File: src/rtl/rwa_pkg.sv
package rwa_pkg;

   typedef enum logic {
      DIR_RD = 1'b0,
      DIR_WR = 1'b1
   } rwa_dir_e;

   // indices of the two normal-rule timers
   localparam int unsigned TMR_STARVE = 0;
   localparam int unsigned TMR_IDLE   = 1;
   localparam int unsigned TMR_COUNT  = 2;

   function automatic rwa_dir_e rwa_flip(input rwa_dir_e d);
      return (d == DIR_RD) ? DIR_WR : DIR_RD;
   endfunction

endpackage

File: src/rtl/rwa_sat_counter.sv
module rwa_sat_counter #(
   parameter int unsigned W = 8
) (
   input  logic         clk,
   input  logic         rst_n,
   input  logic         clr,
   input  logic         inc,
   output logic [W-1:0] cnt
);

   localparam logic [W-1:0] CNT_MAX = {W{1'b1}};

   always_ff @(posedge clk or negedge rst_n) begin
      if (!rst_n) begin
         cnt <= '0;
      end else if (clr) begin
         cnt <= '0;
      end else if (inc && (cnt != CNT_MAX)) begin
         cnt <= cnt + 1'b1;
      end
   end

endmodule

File: src/rtl/rwa_dir_fsm.sv
module rwa_dir_fsm
   import rwa_pkg::*;
#(
   parameter int unsigned CNT_W = 8
) (
   input  logic             clk,
   input  logic             rst_n,
   input  logic [CNT_W-1:0] cfg_hyst,
   input  logic             cfg_prefer_wr,
   input  logic [CNT_W-1:0] cfg_idle_gap,
   input  logic [CNT_W-1:0] cfg_starve_lim,
   input  logic             rd_any,
   input  logic             wr_pend,
   input  logic             urg_wr,
   input  logic             urg_rd,
   output rwa_dir_e         dir,
   output logic             turn,
   output logic             hold_act
);

   rwa_dir_e         dir_q;
   logic             turn_q;
   logic [CNT_W-1:0] hold_q;

   logic [TMR_COUNT-1:0] tmr_clr;
   logic [TMR_COUNT-1:0] tmr_inc;
   logic [CNT_W-1:0]     tmr_val [TMR_COUNT];

   logic cur_pend, oth_pend;
   logic starve_cond, idle_cond, idle_fast;
   logic urg_any, urg_flip, norm_flip, switch_now;

   always_comb begin
      cur_pend    = (dir_q == DIR_WR) ? wr_pend : rd_any;
      oth_pend    = (dir_q == DIR_WR) ? rd_any  : wr_pend;
      starve_cond = cur_pend && oth_pend;
      idle_cond   = !cur_pend && oth_pend;
      // leaving writes is quick unless writes are preferred, and vice versa
      idle_fast   = (dir_q == DIR_WR) ? !cfg_prefer_wr : cfg_prefer_wr;
      urg_any     = urg_wr || urg_rd;
      urg_flip    = (dir_q == DIR_WR) ? (urg_rd && !urg_wr) : (urg_wr && !urg_rd);
      norm_flip   = (starve_cond && (tmr_val[TMR_STARVE] >= cfg_starve_lim)) ||
                    (idle_cond && (idle_fast || (tmr_val[TMR_IDLE] >= cfg_idle_gap)));
      hold_act    = (hold_q != '0);
      switch_now  = !hold_act && (urg_any ? urg_flip : norm_flip);

      tmr_inc[TMR_STARVE] = starve_cond;
      tmr_inc[TMR_IDLE]   = idle_cond;
      tmr_clr[TMR_STARVE] = switch_now || !starve_cond;
      tmr_clr[TMR_IDLE]   = switch_now || !idle_cond;
   end

   for (genvar k = 0; k < TMR_COUNT; k++) begin : g_tmr
      rwa_sat_counter #(.W(CNT_W)) u_tmr (
         .clk   (clk),
         .rst_n (rst_n),
         .clr   (tmr_clr[k]),
         .inc   (tmr_inc[k]),
         .cnt   (tmr_val[k])
      );
   end

   always_ff @(posedge clk or negedge rst_n) begin
      if (!rst_n) begin
         dir_q  <= DIR_RD;
         turn_q <= 1'b0;
         hold_q <= '0;
      end else begin
         turn_q <= switch_now;
         if (switch_now) begin
            dir_q <= rwa_flip(dir_q);
         end
         if (switch_now && urg_any) begin
            hold_q <= cfg_hyst;
         end else if (hold_act) begin
            hold_q <= hold_q - 1'b1;
         end
      end
   end

   assign dir  = dir_q;
   assign turn = turn_q;

endmodule

File: src/rtl/rwa_rd_class.sv
module rwa_rd_class (
   input  logic in_read,
   input  logic hpr_pend,
   input  logic lpr_pend,
   input  logic hpr_crit,
   input  logic lpr_crit,
   output logic sel_lpr
);

   logic rescue;
   logic pick_lpr;

   always_comb begin
      rescue   = lpr_crit && !hpr_crit;
      pick_lpr = rescue ? 1'b1 : (hpr_pend ? 1'b0 : lpr_pend);
      sel_lpr  = in_read && pick_lpr;
   end

endmodule

File: src/rtl/rw_dir_arbiter.sv
module rw_dir_arbiter
   import rwa_pkg::*;
#(
   parameter int unsigned CNT_W = 8
) (
   input  logic             clk,
   input  logic             rst_n,
   input  logic [CNT_W-1:0] cfg_hyst,
   input  logic             cfg_prefer_wr,
   input  logic [CNT_W-1:0] cfg_idle_gap,
   input  logic [CNT_W-1:0] cfg_starve_lim,
   input  logic             hpr_pend,
   input  logic             lpr_pend,
   input  logic             hpr_crit,
   input  logic             lpr_crit,
   input  logic             wr_pend,
   input  logic             urg_wr,
   input  logic             urg_rd,
   output logic             dir_wr,
   output logic             rd_sel_lpr,
   output logic             turnaround
);

   localparam int unsigned CNT_W_MIN = 2;
   localparam int unsigned CNT_W_MAX = 16;

   if ((CNT_W < CNT_W_MIN) || (CNT_W > CNT_W_MAX)) begin : g_bad_width
      $error("rw_dir_arbiter: CNT_W must lie in 2..16");
   end

   rwa_dir_e dir;
   logic     hold_act;
   logic     rd_any;

   assign rd_any = hpr_pend || lpr_pend;

   rwa_dir_fsm #(.CNT_W(CNT_W)) u_fsm (
      .clk            (clk),
      .rst_n          (rst_n),
      .cfg_hyst       (cfg_hyst),
      .cfg_prefer_wr  (cfg_prefer_wr),
      .cfg_idle_gap   (cfg_idle_gap),
      .cfg_starve_lim (cfg_starve_lim),
      .rd_any         (rd_any),
      .wr_pend        (wr_pend),
      .urg_wr         (urg_wr),
      .urg_rd         (urg_rd),
      .dir            (dir),
      .turn           (turnaround),
      .hold_act       (hold_act)
   );

   assign dir_wr = (dir == DIR_WR);

   rwa_rd_class u_cls (
      .in_read  (dir == DIR_RD),
      .hpr_pend (hpr_pend),
      .lpr_pend (lpr_pend),
      .hpr_crit (hpr_crit),
      .lpr_crit (lpr_crit),
      .sel_lpr  (rd_sel_lpr)
   );

endmodule

File: config.mk
export PLATFORM = sky130hd
export DESIGN_NAME = rw_dir_arbiter
export DESIGN_NICKNAME = d
export VERILOG_FILES = /design/src/rtl/rwa_pkg.sv /design/src/rtl/rwa_sat_counter.sv /design/src/rtl/rwa_dir_fsm.sv /design/src/rtl/rwa_rd_class.sv /design/src/rtl/rw_dir_arbiter.sv
export SDC_FILE = /design/constraint.sdc
export NUM_CORES = 1
export LEC_CHECK = 0
export BUFFER_PORTS_ARGS = -buffer_cell sky130_fd_sc_hd__clkbuf_2
export CELL_PAD_IN_SITES_DETAIL_PLACEMENT = 0
export CELL_PAD_IN_SITES_GLOBAL_PLACEMENT = 2
export CORE_MARGIN = 10
export CORE_UTILIZATION = 36
export CTS_BUF_LIST = sky130_fd_sc_hd__clkbuf_4 sky130_fd_sc_hd__clkbuf_8 sky130_fd_sc_hd__clkbuf_16
export DETAILED_ROUTE_END_ITERATION = 7
export GPL_TIMING_DRIVEN = 0
export PLACE_DENSITY = 0.95
export SYNTH_ARGS = -nofsm -noshare
export SYNTH_HDL_FRONTEND = slang
export SYNTH_SLANG_ARGS = --single-unit
File: constraint.sdc
create_clock -name clk -period 3.65 [get_ports clk]
set_input_delay 0.73 -clock clk [delete_from_list [all_inputs] [get_ports clk]]
set_output_delay 0.73 -clock clk [all_outputs]
set_load 0.02 [all_outputs]
-- Yosys cells after proc, flatten, opt, wreduce, memory -nomap -nowiden
Cells that the tools add are included.
W data, S select, Z words.
- flip-flop bits (word level): 26
- bits in latches: 0
- bits in writable memories: 0
- memory bits (read-only): 0
- output and inout bits: 3
- word-level logic and storage cells: 57
- memories: 0
- add/sub/neg operators: 3
- multipliers: 0
- divide/modulo/power cells: 0
- magnitude comparators: 2
- equal/unequal tests: 2
- shifts and indexed selects: 0
- multiplexer cells: 14
- bitwise operators: 1
- reduce and logical (&&, ||, !) cells: 30
- operators with widths (kind ; count):
    $mux W8 ; 6
    $add A8 B1 Y8 const B ; 2
    $ge A8 B8 Y1 ; 2
    $ne A8 B8 Y1 const B ; 2
    $logic_and A1 B1 Y1 ; 12
    $logic_not A1 Y1 ; 8
    $mux W1 ; 8
    $reduce_bool A8 Y1 ; 1
    $sub A8 B1 Y8 const B ; 1
    $logic_or A1 B1 Y1 ; 6
    $reduce_bool A2 Y1 ; 3
    $not A1 Y1 ; 1

-- Depth between registers and ports, before layout
Gate-level depths: netlist of the first run.
- depth in word-level cells: 10
- depth in mapped cells: 9

-- By module
Synthesis of the first run repeated with hierarchy kept, for this count alone.
- cells, all modules: 227
- area, all modules: 2060.7 um^2
- modules (own cells, without submodules) (module ; times used ; cells each ; area an instance (um^2) ; seq. area each (um^2)):
    rwa_dir_fsm ; 1 ; 124 ; 1098.6 ; 250.2
    rwa_sat_counter ; 2 ; 49 ; 464.2 ; 200.2
    rwa_rd_class ; 1 ; 3 ; 23.8 ; 0.0
    rw_dir_arbiter ; 1 ; 2 ; 10.0 ; 0.0

-- Least setup slack after synthesis of the first run
Ideal clock, no wire load.
- path kind: in2reg
- from: in cfg_starve_lim[7]
- to: reg u_fsm.g_tmr[1].u_tmr.cnt[6]
- setup time: 80 ps
- data arrival time: 2411 ps
- data required time: 3570 ps
- setup slack: 1159 ps
- stages on the path: 9
- buffers on the path: 1
- cell sequence: inv_1 -> ha_1 -> and3_4 -> a221oi_2 -> o21ai_0 -> or3b_1 -> a21bo_1 -> buf_6 -> nor3_4
- word-level cells in the longest chain between the ends: 7
- ends and longest elaborated chain (what ; line ; RTL):
    from (decl) ; rw_dir_arbiter.sv:11 ; input logic [CNT_W-1:0] cfg_starve_lim,
    $ge A8 B8 Y1 (*) ; rwa_dir_fsm.sv:42 ; norm_flip = (starve_cond && (tmr_val[TMR_STARVE] >= cfg_starve_lim)) ||
    $logic_and A1 B1 Y1 (*) ; rwa_dir_fsm.sv:42 ;
    $logic_or A1 B1 Y1 (*) ; rwa_dir_fsm.sv:42 ;
    $mux W1 (*) ; rwa_dir_fsm.sv:45 ; switch_now = !hold_act && (urg_any ? urg_flip : norm_flip);
    $logic_and A1 B1 Y1 (*) ; rwa_dir_fsm.sv:45 ;
    $logic_or A1 B1 Y1 (*) ; rwa_dir_fsm.sv:50 ; tmr_clr[TMR_IDLE] = switch_now || !idle_cond;
    $mux W8 / $reduce_bool A2 Y1 (equally long branches) ; -- ;
    to (signal assigned) ; rwa_sat_counter.sv:19 ; cnt <= cnt + 1'b1;
    to (decl) ; rwa_sat_counter.sv:8 ; output logic [W-1:0] cnt
Every way passes the cells marked *; elsewhere a longest branch is shown, timed or not.
A chain may end at the register's enable or synchronous reset.

-- Final worst setup path of the first run
Ends and elaborated chain as after synthesis.

==> results of run 1 <==
[worst reg2reg max path, cell delays in order (launching register included)]
cell,delay [ps]
dfrtp_1,440
ha_1,330
and3_4,190
a221oi_2,250
o21ai_0,120
or3b_1,390
a21bo_1,200
buf_6,140
nor3_4,160
[registers in the layout, summed over array words and instances (netlist names)]
| name | cells |
|---|---|
| u_fsm.dir | 1 |
| u_fsm.turn | 1 |
| u_fsm.g_tmr.u_tmr.cnt | 16 |
| u_fsm.hold_q | 8 |
[through the flow]
| step | total power [W] | instance area (um^2) |
|---|---|---|
| floorplan | 0.0006523 | 1821 |
| detailed placement | 0.0007393 | 2085 |
| global placement | 0.0007308 | 2085 |
| global route | 0.001055 | 2156 |
| CTS | 0.0009857 | 2156 |
| finish | 0.0009688 | 2156 |
[kinds of logic (layout without fill, tap and decap cells)]
family | count (synthesis) | count (layout) | share of synthesized area (%)
adders and majority gates | 19 | 19 | 13.06
AOI/OAI and AO/OA | 34 | 34 | 13.75
buffers and inverters | 22 | 62 | 5.017
xor gates and xnor gates | 15 | 15 | 7.217
DFF | 26 | 26 | 35.74
and+or+nand+nor | 77 | 77 | 23.51
muxes | 3 | 3 | 1.718
[power breakdown]
| group | internal (W) | total (W) | switching (W) | leakage (nW) |
|---|---|---|---|---|
| logic | 0.000168 | 0.000325 | 0.000156 | 0.696 |
| clock network | 0.000147 | 0.000243 | 0.0000958 | 0.0357 |
| registers | 0.000347 | 0.000402 | 0.0000544 | 0.344 |
[how the worst max path moves through the flow]
| stage | start | endpoint | slack [ps] | depth (start not counted) |
|---|---|---|---|---|
| 2_1_floorplan | cfg_starve_lim[7] | u_fsm.g_tmr[1].u_tmr.cnt[6] | 1160 | 9 |
| 3_3_place_gp | cfg_starve_lim[7] | u_fsm.g_tmr[1].u_tmr.cnt[6] | 980 | 10 |
| 3_5_place_dp | cfg_starve_lim[7] | u_fsm.g_tmr[1].u_tmr.cnt[6] | 960 | 10 |
| 4_1_cts | cfg_starve_lim[7] | u_fsm.g_tmr[1].u_tmr.cnt[6] | 1250 | 10 |
| 5_1_grt | cfg_starve_lim[7] | u_fsm.g_tmr[0].u_tmr.cnt[7] | 1150 | 9 |
| 6_report | cfg_starve_lim[7] | u_fsm.g_tmr[1].u_tmr.cnt[6] | 1250 | 10 |
[metal layers]
metal,global-route usage (%),vias up
li1,-,766
met1,11.85,669
met2,16.41,23
met3,3.210,2
met4,1.175,0
met5,0,-
[placed cells by master (no fill, tap or decap), drive strengths merged, types with 2 or more instances in the layout]
master	instances
a211o	3
a21o	2
a21oi	4
a221o	2
a22o	4
a31oi	3
and2	2
and3	3
and4	2
buf	2
clkbuf	40
dfrtp	26
ha	19
inv	19
mux2i	2
nand2	10
nand2b	3
nand3	6
nand3b	2
nand4	2
nor2	27
nor2b	2
nor3	7
nor3b	4
o211ai	4
o21ai	8
or3b	2
xnor2	9
xor2	6
[cell type report]
| type | count | area share [%] |
|---|---|---|
| flip-flops and latches | 26 | 30.18 |
| inverters | 19 | 3.308 |
| clock inverters | 1 | 1.393 |
| plain buffers | 3 | 0.9286 |
| multi-input cells | 148 | 50.03 |
| clock buffers | 3 | 1.915 |
| repair buffers | 36 | 8.358 |
| well taps | 67 | 3.889 |
==> impl_metrics.xml, run 1 <==
<?xml version="1.0" encoding="UTF-8"?>
<metrics>
  <group name="setup_path">
    <metric name="worst_ep_arrival_time" unit="ps">2600</metric>
    <metric name="r2r-start" unit="">u_fsm.g_tmr[0].u_tmr.cnt[7]</metric>
    <metric name="cpPeakStageDelay" unit="ps">390</metric>
    <metric name="cpLargestDelayFamily" unit="">simple AND/OR/NAND/NOR gates</metric>
    <metric name="path_class" unit="">input port to register</metric>
    <metric name="critical_path.cell_chain" unit="">clkbuf_2, inv_1, ha_1, and3_4, a221oi_2, o21ai_0, or3b_1, a21bo_1, buf_6, nor3_4</metric>
    <metric name="crit_buf_inv" unit="">3</metric>
    <metric name="required_time_worst_endpoint" unit="ps">3850</metric>
    <metric name="timing.reg2reg.setup_slack" unit="ps">1360</metric>
    <metric name="worst_r2r_endpoint" unit="">u_fsm.g_tmr[1].u_tmr.cnt[6]</metric>
    <metric name="cp-end-kind" unit="">register</metric>
    <metric name="worst_r2r_path_depth" unit="">8</metric>
    <metric name="crit_fanout" unit="">8</metric>
    <metric name="worst_setup_path_start_kind" unit="">input port</metric>
    <metric name="timing.critical_path.slowest_stage_cell" unit="">or3b_1</metric>
  </group>
  <group name="cts">
    <metric name="cts.htree.levels" unit="">1</metric>
    <metric name="insertion_delay_of_the_later_clocked_pin_in_the_worst_skew_pair" unit="ps">280</metric>
    <metric name="cts-root-to-sink-buffers" unit="">2</metric>
    <metric name="cts_tree" unit="">built</metric>
    <metric name="cts.root.buffer_cell" unit="">clkbuf_8</metric>
    <metric name="postCtsSetupBuffers" unit="">0</metric>
    <metric name="clkSlewWorstSetupHoldPaths" unit="ps">100</metric>
    <metric name="cts_hold_repair.buffers" unit="">0</metric>
    <metric name="clock_sink_count" unit="">26</metric>
    <metric name="post_cts_resized" unit="">0</metric>
    <metric name="cts_inserted_buffers" unit="">3</metric>
  </group>
  <group name="finish">
    <metric name="multi_input_comb_area" unit="mm^2">0.001079</metric>
    <metric name="num_antenna_cells" unit="">0</metric>
    <metric name="fillCellCount" unit="">531</metric>
    <metric name="finish.utilization" unit="%">44.75</metric>
    <metric name="fin_nets" unit="">290</metric>
    <metric name="regArea" unit="um^2">650.6</metric>
    <metric name="area.growth.synth_to_final" unit="%">18.42</metric>
    <metric name="instances_no_fill" unit="">303</metric>
    <metric name="layout-drive-gt1-share" unit="%">21.61</metric>
  </group>
  <group name="timing">
    <metric name="post-route-min-period" unit="ps">2401</metric>
    <metric name="peak_clock_frequency_supported_by_timing" unit="GHz">0.4165</metric>
    <metric name="timing.final.max_slew_violations" unit="">0</metric>
    <metric name="setup_ws" unit="ps">1249</metric>
    <metric name="rsz_0062_raised_after_global_routing" unit="">false</metric>
    <metric name="final.setup_skew" unit="ps">9.083</metric>
    <metric name="timing.hold.ws" unit="ps">468.9</metric>
    <metric name="fin_crit_sh" unit="%">65.77</metric>
    <metric name="setup_total_negative_slack" unit="ps">0</metric>
    <metric name="final_hold_viol_count" unit="">0</metric>
    <metric name="timing.slew.headroom" unit="%">55.03</metric>
    <metric name="timing_worst_slew_pin_value" unit="ps">674.6</metric>
    <metric name="setup-violations-final" unit="">0</metric>
  </group>
  <group name="placed_design">
    <metric name="detailedPlace.worstSlack" unit="ps">958.2</metric>
    <metric name="gp_routability_congestion" unit="">0.7382</metric>
    <metric name="hpwl" unit="mm">2.982</metric>
    <metric name="dp.cells" unit="">299</metric>
    <metric name="place.port_buffers" unit="">36</metric>
  </group>
  <group name="detailed_routing">
    <metric name="number_of_vias_per_cell_after_detailed_routing" unit="">4.818</metric>
    <metric name="drt_pass1_iterations" unit="">4</metric>
    <metric name="postRouteAntennaNets" unit="">0</metric>
    <metric name="remaining_drcs" unit="">0</metric>
    <metric name="finalWirelength" unit="mm">3.782</metric>
    <metric name="dr_total_vias" unit="">1460</metric>
    <metric name="drc_marker_count_from_the_first_detailed_route_iteration" unit="">49</metric>
    <metric name="wirelength_met1" unit="mm">1.798</metric>
    <metric name="met2_length" unit="mm">1.766</metric>
    <metric name="highest-signal-layer" unit="">met4</metric>
    <metric name="wire_length_per_cell_after_detailed_routing" unit="um">12.48</metric>
    <metric name="met3_length" unit="um">202</metric>
  </group>
  <group name="logic_synthesis">
    <metric name="synthTopCellsByArea" unit="">dfrtp_1 (36%), ha_1 (13%), nor2_1 (5.4%)</metric>
    <metric name="post_synth.cell_area_avg" unit="um^2">9.288</metric>
    <metric name="synth.lib_cells_used.distinct" unit="">46</metric>
    <metric name="synth.cells.most_frequent" unit="">dfrtp_1 (26), nor2_1 (26), ha_1 (19), inv_1 (19), nand2_1 (10)</metric>
    <metric name="seq_area_frac_synth" unit="%">35.74</metric>
    <metric name="synth-seq-cells" unit="">26</metric>
    <metric name="synthesis.yosys.warnings" unit="">0</metric>
    <metric name="netlist.top_cell.by_area" unit="">dfrtp_1</metric>
    <metric name="synth.top_cell.area_share" unit="%">35.74</metric>
    <metric name="postSynthNetCount" unit="">249</metric>
    <metric name="synth.cell_area" unit="mm^2">0.001820</metric>
    <metric name="syn_inst" unit="">196</metric>
    <metric name="synth_enable_flop_cells" unit="">0</metric>
    <metric name="asyncSetResetFlopFracSynth" unit="%">100.0</metric>
    <metric name="synth_flop_cell" unit="">dfrtp_1</metric>
  </group>
  <group name="outcome">
    <metric name="run_status" unit="">finished, final reports clean</metric>
  </group>
  <group name="die">
    <metric name="initial_core_utilization" unit="%">37.79</metric>
    <metric name="ioPinCount" unit="">37</metric>
    <metric name="die_h" unit="um">91.11</metric>
    <metric name="total_core_area" unit="mm^2">0.004817</metric>
    <metric name="floorplan.die_area" unit="mm^2">0.008301</metric>
    <metric name="row_cnt" unit="">25</metric>
    <metric name="dieWidth" unit="um">91.11</metric>
  </group>
  <group name="grt">
    <metric name="grt_overflow_total" unit="">0</metric>
    <metric name="largest_net_degree_at_the_start_of_global_routing" unit="">27</metric>
    <metric name="grt_usage" unit="%">9.649</metric>
    <metric name="antenna_found_initial" unit="">0</metric>
    <metric name="grt_pass1_wl" unit="mm">6.962</metric>
    <metric name="via_count_of_the_first_global_routing_pass" unit="">1571</metric>
  </group>
  <group name="pwr">
    <metric name="powerDensity" unit="mW/mm^2">449.4</metric>
    <metric name="static-leakage-power" unit="nW">1.076</metric>
    <metric name="worst_ir_drop_vdd" unit="uV">327.8</metric>
  </group>
  <group name="hold_path">
    <metric name="min_path_type" unit="">input port to async pin</metric>
  </group>
  <group name="run">
    <metric name="max_capacitance_violation_count" unit="">0</metric>
  </group>
</metrics>
(Power assumes the default switching activity.)
==> run 2: changes to the inputs <==
CORE_UTILIZATION = 33   (was 36)
PLACE_DENSITY = 0.89   (was 0.95)
clock period = 2.3 ns   (was 3.65 ns; I/O delays follow)
==> impl_metrics.xml, run 2 (synthesis gave the netlist of run 1 again) <==
<?xml version="1.0" encoding="UTF-8"?>
<metrics>
  <group name="cts">
    <metric name="cts_inserted_buffers" unit="">3</metric>
    <metric name="cts_tree" unit="">built</metric>
    <metric name="cts_hold_repair.buffers" unit="">0</metric>
    <metric name="clock_sink_count" unit="">26</metric>
    <metric name="cts-root-to-sink-buffers" unit="">2</metric>
    <metric name="insertion_delay_of_the_later_clocked_pin_in_the_worst_skew_pair" unit="ps">280</metric>
    <metric name="cts.root.buffer_cell" unit="">clkbuf_8</metric>
    <metric name="cts.htree.levels" unit="">1</metric>
    <metric name="clkSlewWorstSetupHoldPaths" unit="ps">100</metric>
  </group>
  <group name="finish">
    <metric name="max_flop_register" unit="">u_fsm.g_tmr.u_tmr.cnt</metric>
    <metric name="area.growth.synth_to_final" unit="%">23.09</metric>
    <metric name="finish.utilization" unit="%">42.79</metric>
    <metric name="final_area" unit="mm^2">0.002241</metric>
    <metric name="num_antenna_cells" unit="">0</metric>
    <metric name="layout.cells.most_common_list" unit="">clkbuf_2 (36), nor2_1 (26), dfrtp_1 (22), inv_1 (18), ha_1 (15)</metric>
    <metric name="largest_reg_flops" unit="">16</metric>
    <metric name="layout-drive-gt1-share" unit="%">28.51</metric>
    <metric name="fin_nets" unit="">296</metric>
    <metric name="layout.cells.most_common" unit="">clkbuf_2</metric>
    <metric name="largest_registers" unit="">u_fsm.g_tmr.u_tmr.cnt x16, u_fsm.hold_q x8</metric>
  </group>
  <group name="run">
    <metric name="max_capacitance_violation_count" unit="">0</metric>
  </group>
  <group name="outcome">
    <metric name="run_status" unit="">finished, final reports clean</metric>
  </group>
  <group name="timing">
    <metric name="timing.hold.ws" unit="ps">197.1</metric>
    <metric name="fin_crit_sh" unit="%">95.69</metric>
    <metric name="timing.slew.headroom" unit="%">55.93</metric>
    <metric name="setup_ws" unit="ps">99.20</metric>
    <metric name="peak_clock_frequency_supported_by_timing" unit="GHz">0.4544</metric>
    <metric name="setup-violations-final" unit="">0</metric>
    <metric name="final.setup_skew" unit="ps">10.09</metric>
    <metric name="timing.final.max_slew_violations" unit="">0</metric>
    <metric name="final_hold_viol_count" unit="">0</metric>
    <metric name="post-route-min-period" unit="ps">2201</metric>
    <metric name="timing_worst_slew_pin_value" unit="ps">661.1</metric>
  </group>
  <group name="placed_design">
    <metric name="hpwl" unit="mm">3.108</metric>
    <metric name="detailedPlace.worstSlack" unit="ps">-142.6</metric>
    <metric name="gp_routability_congestion" unit="">0.7290</metric>
    <metric name="place.port_buffers" unit="">36</metric>
    <metric name="placed_cell_area" unit="mm^2">0.002088</metric>
  </group>
  <group name="hold_path">
    <metric name="min_path_type" unit="">input port to async pin</metric>
  </group>
  <group name="setup_path">
    <metric name="worst_r2r_endpoint" unit="">u_fsm.g_tmr[1].u_tmr.cnt[6]</metric>
    <metric name="worst_r2r_path_depth" unit="">8</metric>
    <metric name="path_class" unit="">register to register</metric>
    <metric name="worst_ep_arrival_time" unit="ps">2410</metric>
    <metric name="timing.reg2reg.setup_slack" unit="ps">100</metric>
    <metric name="crit_fanout" unit="">8</metric>
    <metric name="required_time_worst_endpoint" unit="ps">2510</metric>
    <metric name="worst_setup_path_start_kind" unit="">register</metric>
    <metric name="r2r-start" unit="">u_fsm.g_tmr[1].u_tmr.cnt[1]</metric>
    <metric name="cp-end-kind" unit="">register</metric>
  </group>
  <group name="grt">
    <metric name="grt_overflow_total" unit="">0</metric>
    <metric name="largest_net_degree_at_the_start_of_global_routing" unit="">27</metric>
    <metric name="grt_usage" unit="%">9.466</metric>
    <metric name="gr-usage-met2" unit="%">16.30</metric>
    <metric name="grt_pass1_wl" unit="mm">6.996</metric>
    <metric name="grt-busiest-layer" unit="">met2</metric>
    <metric name="grt_met1_use" unit="%">10.70</metric>
    <metric name="antenna_found_initial" unit="">0</metric>
    <metric name="grt_util_met3" unit="%">3.437</metric>
    <metric name="via_count_of_the_first_global_routing_pass" unit="">1570</metric>
  </group>
  <group name="die">
    <metric name="dieWidth" unit="um">94.28</metric>
    <metric name="ioPinCount" unit="">37</metric>
    <metric name="row_cnt" unit="">26</metric>
    <metric name="initial_core_utilization" unit="%">34.76</metric>
    <metric name="floorplan.die_area" unit="mm^2">0.008888</metric>
    <metric name="total_core_area" unit="mm^2">0.005238</metric>
    <metric name="die_h" unit="um">94.28</metric>
  </group>
  <group name="pwr">
    <metric name="p_sw_share" unit="%">33.74</metric>
    <metric name="worst_ir_drop_vdd" unit="uV">562.3</metric>
    <metric name="powerDensity" unit="mW/mm^2">663.2</metric>
    <metric name="power.share.combinational" unit="%">37.0</metric>
    <metric name="net-switching-power" unit="W">0.0005014</metric>
    <metric name="cell_internal_power" unit="W">0.0009848</metric>
    <metric name="clock_power_share" unit="%">20.5</metric>
    <metric name="static-leakage-power" unit="nW">1.089</metric>
    <metric name="seqPwrFrac" unit="%">42.5</metric>
  </group>
  <group name="detailed_routing">
    <metric name="drc_marker_count_from_the_first_detailed_route_iteration" unit="">46</metric>
    <metric name="postRouteAntennaNets" unit="">0</metric>
    <metric name="wire_length_per_cell_after_detailed_routing" unit="um">12.97</metric>
    <metric name="drt_pass1_iterations" unit="">4</metric>
    <metric name="finalWirelength" unit="mm">4.048</metric>
    <metric name="remaining_drcs" unit="">0</metric>
    <metric name="dr_total_vias" unit="">1493</metric>
    <metric name="number_of_vias_per_cell_after_detailed_routing" unit="">4.785</metric>
  </group>
</metrics>
run 2: cell types whose count changed in the layout (fill, tap and decap cells not counted), sizes merged:
| cell | previous run | this run |
|---|---|---|
| clkbuf | 40 | 41 |
| bufinv | 1 | 0 |
| buf | 2 | 8 |
run 2: cell type report:
cell class | instances | area, um^2
multi-input cells | 148 | 1126
inverters | 19 | 71.32
repair buffers | 42 | 225.2
clock buffers | 4 | 55.05
plain buffers | 3 | 20.02
flip-flops and latches | 26 | 655.6
well taps | 70 | 87.58
fillers | 528 | 2997
run 2: power groups by stage:
stage | clock network (W) | logic, W | registers (W)
4_1_cts | 0.000317 | 0.000533 | 0.000637
3_3_place_gp | 0 | 0.000516 | 0.000646
3_5_place_dp | 0 | 0.000534 | 0.000643
6_report | 0.000304 | 0.000550 | 0.000632
5_1_grt | 0.000331 | 0.000634 | 0.000645
2_1_floorplan | 0 | 0.000396 | 0.000639
run 2: worst max-delay path by stage:
stage	from	endpoint
final	u_fsm.g_tmr[1].u_tmr.cnt[1]	u_fsm.g_tmr[1].u_tmr.cnt[6]
after global routing	u_fsm.g_tmr[0].u_tmr.cnt[0]	u_fsm.g_tmr[1].u_tmr.cnt[6]
after CTS	u_fsm.g_tmr[1].u_tmr.cnt[2]	u_fsm.g_tmr[1].u_tmr.cnt[6]
after detailed placement	cfg_idle_gap[2]	u_fsm.g_tmr[1].u_tmr.cnt[6]
after global placement	cfg_starve_lim[7]	u_fsm.g_tmr[1].u_tmr.cnt[6]
after floorplan	cfg_starve_lim[7]	u_fsm.g_tmr[1].u_tmr.cnt[6]
run 2: critical path: stages (launching register included):
cell	delay (ps)
dfrtp_2	460
ha_2	180
a211o_1	300
a31oi_2	170
o211ai_1	150
or3b_1	390
a21bo_1	180
buf_6	140
nor3_4	160
run 2: per-stage QoR:
step	TNS, ps	std cells	power (W)
floorplan	0	196	0.001035
global placement	-510.5	302	0.001162
detailed placement	-731.7	302	0.001176
CTS	0	308	0.001487
global route	-9.679	312	0.001610
finish	0	312	0.001486
run 2: what timing repair did:
item,4_1_cts,5_1_grt
resized for setup,1,13
setup buffers,2,4
pin swaps,0,6
endpoints found under the setup margin,1,11
run 2: layer usage:
layer / wire length, um / up-vias / share of wire, %
met2: 1914 / 36 / 47
met3: 313 / 5 / 7.7
met5: 0 / - / 0
met4: 31 / 0 / 0.77
li1: - / 783 / -
met1: 1789 / 669 / 44
